$ cat config.mk
export PLATFORM = sky130hd
export DESIGN_NAME = cmd_handoff
export DESIGN_NICKNAME = d
export VERILOG_FILES = /design/src/rtl/cmd_handoff_pkg.sv /design/src/rtl/cmd_handoff_ctrl.sv /design/src/rtl/cmd_handoff_dp.sv /design/src/rtl/cmd_handoff.sv
export SDC_FILE = /design/constraint.sdc
export NUM_CORES = 1
export LEC_CHECK = 0
export ABC_AREA = 1
export CAP_MARGIN = 20
export CORE_UTILIZATION = 42
export CTS_CLUSTER_DIAMETER = 40
export DETAILED_ROUTE_END_ITERATION = 8
export PLACE_DENSITY = 0.81
export SYNTH_ARGS = -nofsm -noshare
export SYNTH_HDL_FRONTEND = slang
export SYNTH_SLANG_ARGS = --single-unit
export TNS_END_PERCENT = 1
$ cat constraint.sdc
create_clock -name clk -period 1.67 [get_ports clk]
set_clock_uncertainty 0.2 [all_clocks]
set_input_delay 0.334 -clock clk [delete_from_list [all_inputs] [get_ports clk]]
set_output_delay 0.334 -clock clk [all_outputs]
set_load 0.03 [all_outputs]
$ cat src/rtl/cmd_handoff_pkg.sv
package cmd_handoff_pkg;

  typedef struct packed {
    logic loadCmd;
    logic loadExt;
  } strobe_t;

  typedef enum logic [1:0] {
    TGT_NONE = 2'd0,
    TGT_CMD  = 2'd1,
    TGT_EXT  = 2'd2
  } target_t;

endpackage

$ cat src/rtl/cmd_handoff_ctrl.sv
module cmd_handoff_ctrl
  import cmd_handoff_pkg::*;
#(
  parameter int ADDR_W   = 2,
  parameter int CMD_ADDR = 0,
  parameter int EXT_ADDR = 1
) (
  input  logic              clk,
  input  logic              rstN,
  input  logic              wrEn,
  input  logic [ADDR_W-1:0] addr,
  input  logic              execDone,
  output strobe_t           strobes,
  output target_t           rdSel,
  output logic              busy,
  output logic              cmdValid
);

  localparam logic [ADDR_W-1:0] CmdWord = ADDR_W'(CMD_ADDR);
  localparam logic [ADDR_W-1:0] ExtWord = ADDR_W'(EXT_ADDR);

  target_t target;
  logic    accept;

  always_comb begin
    if (addr == CmdWord)      target = TGT_CMD;
    else if (addr == ExtWord) target = TGT_EXT;
    else                      target = TGT_NONE;
  end

  assign rdSel  = target;
  assign accept = wrEn && !busy && (target == TGT_CMD);

  always_comb begin
    strobes         = '0;
    strobes.loadCmd = accept;
    strobes.loadExt = wrEn && !busy && (target == TGT_EXT);
  end

  always_ff @(posedge clk or negedge rstN) begin
    if (!rstN) begin
      busy     <= 1'b0;
      cmdValid <= 1'b0;
    end else begin
      cmdValid <= accept;
      if (accept)
        busy <= 1'b1;
      else if (execDone)
        busy <= 1'b0;
    end
  end

endmodule

$ cat src/rtl/cmd_handoff_dp.sv
module cmd_handoff_dp
  import cmd_handoff_pkg::*;
#(
  parameter int DATA_W = 32
) (
  input  logic              clk,
  input  logic              rstN,
  input  strobe_t           strobes,
  input  target_t           rdSel,
  input  logic              busy,
  input  logic [DATA_W-1:0] wrData,
  output logic [DATA_W-2:0] cmdOut,
  output logic [DATA_W-1:0] extOut,
  output logic [DATA_W-1:0] rdData
);

  localparam int CMD_W = DATA_W - 1;

  logic [CMD_W-1:0]  cmdReg;
  logic [DATA_W-1:0] extReg;

  always_ff @(posedge clk or negedge rstN) begin
    if (!rstN) begin
      cmdReg <= '0;
      extReg <= '0;
    end else begin
      if (strobes.loadCmd) cmdReg <= wrData[CMD_W-1:0];
      if (strobes.loadExt) extReg <= wrData;
    end
  end

  always_comb begin
    unique case (rdSel)
      TGT_CMD: rdData = {busy, cmdReg};
      TGT_EXT: rdData = extReg;
      default: rdData = '0;
    endcase
  end

  assign cmdOut = cmdReg;
  assign extOut = extReg;

endmodule

$ cat src/rtl/cmd_handoff.sv
module cmd_handoff
  import cmd_handoff_pkg::*;
#(
  parameter int DATA_W   = 32,
  parameter int ADDR_W   = 2,
  parameter int CMD_ADDR = 0,
  parameter int EXT_ADDR = 1
) (
  input  logic              clk,
  input  logic              rstN,
  input  logic              wrEn,
  input  logic [ADDR_W-1:0] addr,
  input  logic [DATA_W-1:0] wrData,
  output logic [DATA_W-1:0] rdData,
  output logic              cmdValid,
  output logic [DATA_W-2:0] cmdOut,
  output logic [DATA_W-1:0] extOut,
  output logic              busy,
  input  logic              execDone
);

  strobe_t strobes;
  target_t rdSel;

  cmd_handoff_ctrl #(
    .ADDR_W  (ADDR_W),
    .CMD_ADDR(CMD_ADDR),
    .EXT_ADDR(EXT_ADDR)
  ) u_ctrl (
    .clk     (clk),
    .rstN    (rstN),
    .wrEn    (wrEn),
    .addr    (addr),
    .execDone(execDone),
    .strobes (strobes),
    .rdSel   (rdSel),
    .busy    (busy),
    .cmdValid(cmdValid)
  );

  cmd_handoff_dp #(
    .DATA_W(DATA_W)
  ) u_dp (
    .clk    (clk),
    .rstN   (rstN),
    .strobes(strobes),
    .rdSel  (rdSel),
    .busy   (busy),
    .wrData (wrData),
    .cmdOut (cmdOut),
    .extOut (extOut),
    .rdData (rdData)
  );

endmodule

==> impl_metrics.csv <==
group,metric,value,unit
run_status,status,"finished, violations left",
run_status,failed_checks,"negative setup slack",
cells_and_area,n_antenna_cell,0,
routing,routed_wl,9785,µm
clock_tree,numCtsBuffers,9,
global_routing,grt_use_total,25.71,%
synthesis,synth_most_common_cell,"nand2_1",
die,die_width,85.94,µm
clock_tree,cts_root_buf,"clkbuf_8",
synthesis,synthCells,386,
die,ios,135,
synthesis,synth_area_leader_cell,"dfrtp_1",
worst_setup_path,critical_path.cell_chain,"buf_6 -> nor2_4 -> buf_12 -> buf_12 -> inv_1 -> o21ai_1 -> buf_4",
die,rows,30,
sta,final_hold_viol_count,0,
place,place_area,4544,µm²
routing,drt_iter0_markers,195,
sta,fin_crit_sh,101.3,%
worst_setup_path,crit_type,"in -> out",
place,place_ws,-458.5,ps
die,die_area,7385,µm²
clock_tree,clock_latency,330,ps
worst_setup_path,r2r-start,"u_ctrl.busy",
global_routing,overflow,0,
synthesis,ys_types,11,
global_routing,antenna_found_initial,0,
cells_and_area,synthToLayoutAreaGrowth,68.54,%
place,gp_congestion,0.7697,
cells_and_area,fin_area,4987,µm²
sta,timing.fmax,0.5911,GHz
power,finalPower,0.005975,W
worst_setup_path,slowest_delay,170,ps
routing,wl_per_cell,14.96,µm
clock_tree,cts_sinks,65,
routing,viasPerCell,5.014,
power,p_leak,2.717,nW
min_path,min_to,"u_dp.extOut[3]",
worst_setup_path,arrival,1160,ps
cells_and_area,drive_gt1_share,25.09,%
synthesis,synthTopCellsByCount,"nand2_1, dfrtp_1, nand3_1",
global_routing,grt_pass1_vias,3067,
sta,tightest_slew,340.3,ps
global_routing,grt_first_pass_wirelength,14780,µm
worst_setup_path,r2r-end,"u_dp.cmdOut[9]",
synthesis,synth-seq-area-share,54.97,%
sta,slew_violations,0,
clock_tree,cts_buffer_depth,2,
synthesis,synthTopCellsByArea,"dfrtp_1, nand2_1, nand3_1",
place,portBuffers,134,
synthesis,synth_nets,424,
die,chipHeight,85.94,µm
die,coreArea,6794,µm²
routing,vias,3279,
power,vdd_drop_max,0.0006279,V
min_path,whs_path_depth,5,
die,start_util,43.55,%
worst_setup_path,reg2regPathDepth,6,
global_routing,grt_max_degree,66,
synthesis,yosysWarnings,0,
worst_setup_path,critPathRequiredTime,1140,ps
synthesis,ys_async_sr_fraction,100.0,%
worst_setup_path,cp_slowest_cell,"buf_4",
worst_setup_path,crit_top_cell,"buf_12",
sta,setup-violations-final,7,
synthesis,netlist_area,2959,µm²
synthesis,synth_edf_count,0,
cells_and_area,nets,591,
min_path,hold_start,"addr[1]",
sta,fin_crit,1692,ps
synthesis,syn-mean-instance-area,7.666,µm²
clock_tree,cts_tree,"built",
routing,drt.antenna.violating_nets,0,
sta,rsz0062_at_grt,"yes",
power,power-per-cell-area,1198,nW/µm²
routing,drc,0,
sta,setup_ws,-21.67,ps
place,dp_hpwl,6058,µm
worst_setup_path,endpoint_kind,"output port",
clock_tree,htreeDepth,3,
synthesis,synth_top_area_share,54.97,%
sta,slew_headroom,77.31,%
sta,hold_slack,263.2,ps
worst_setup_path,start_kind,"primary input",
synthesis,synth_flop_cell,"dfrtp_1",
worst_setup_path,crit_fanout,6,
clock_tree,clkTransAtPathRegs,70,ps
cells_and_area,fin_util,73.41,%
worst_setup_path,rrSetupSlack,180,ps
routing,first_pass_iters,5,
synthesis,ys_ff_latch,65,
min_path,hold_path.class,"in -> reg",
job,drv_cap,0,
[layout make-up]
cell class	instances	area (µm²)
clock buffers	11	151.4
clock inverters	5	77.57
fillers	515	1807
inverters	5	18.77
multi-input cells	290	1210
flip-flops and latches	65	1627
well taps	96	120.1
repair buffers	182	1783
[stage by stage]
stage	instances	setup TNS (ps)
after global placement	621	-34710
final	654	-69.98
after global routing	654	-739.1
after floorplan	386	0
after detailed placement	621	-36410
after CTS	642	-1538
[placed cells by master, fill, tap and decap left out]
cell	synthesis	layout
clkdlybuf4s50_1	0	34
nand2_2	0	7
clkbuf_16	0	4
nor2_4	1	3
o21ai_1	0	1
dfrtp_1	65	65
clkbuf_2	0	28
o21ai_0	2	1
buf_12	0	7
dlygate4sd3_1	0	1
buf_16	0	1
clkinv_2	0	2
dlygate4sd2_1	0	11
clkbuf_8	0	11
nand2_1	222	215
buf_2	19	1
clkdlybuf4s15_2	0	1
inv_2	1	2
buf_4	4	33
inv_1	4	3
buf_8	0	2
clkdlybuf4s15_1	0	24
bufinv_16	0	2
nand3_1	63	63
buf_6	0	35
clkinvlp_4	0	1
[how the worst max path moves through the flow]
stage | depth (start not counted) | slack (ps) | from | to
finish | 7 | -20 | addr[1] | rdData[31]
global route | 4 | -50 | u_ctrl.busy | rdData[31]
CTS | 8 | -110 | addr[0] | rdData[31]
detailed placement | 6 | -460 | addr[1] | rdData[20]
global placement | 6 | -450 | addr[1] | rdData[20]
floorplan | 4 | 60 | addr[1] | rdData[0]
[state kept, by name, indices dropped and copies added (netlist names)]
| name | count |
|---|---|
| u_dp.cmdOut | 31 |
| u_dp.extOut | 32 |
| u_ctrl.busy | 1 |
| u_ctrl.cmdValid | 1 |
[metal layers]
metal / up-vias / GRT usage (%) / wire length [µm]
li1: 1542 / - / -
met1: 1568 / 33.15 / 4040
met2: 152 / 42.64 / 4935
met3: 17 / 4.042 / 609
met4: 0 / 11.67 / 199
met5: - / 0 / 0
[logic make-up (layout without fill, tap and decap cells)]
family	count (synthesis)	count (layout)	share of synthesized area, %
AO/OA/AOI/OAI	2	2	0.3383
buffers and inverters	31	203	5.243
flip-flops	65	65	54.97
AND/OR/NAND/NOR	288	288	39.45
[power by group]
| part | internal (W) | switching (W) | leakage (nW) |
|---|---|---|---|
| sequential | 0.00188 | 0.000267 | 0.814 |
| combinational | 0.000870 | 0.00145 | 1.79 |
| clock | 0.000917 | 0.000589 | 0.115 |
| total | 0.00367 | 0.00230 | 2.72 |
[worst max-delay path, delay by kind of cell]
kind	cells	cell delay (ps)
AND/OR/NAND/NOR	1	120
buffers and inverters	5	580
AO/OA/AOI/OAI	1	120
[what timing repair did]
action                                  4_1_cts  5_1_grt
hold buffers                                  1        0
cloned                                        2        4
resized for setup                           103      103
setup buffers                                 2       11
hold endpoints to repair                     65        0
endpoints found under the setup margin      127       84
pin swaps                                     5       18
Power figures use the tool's default switching activity.
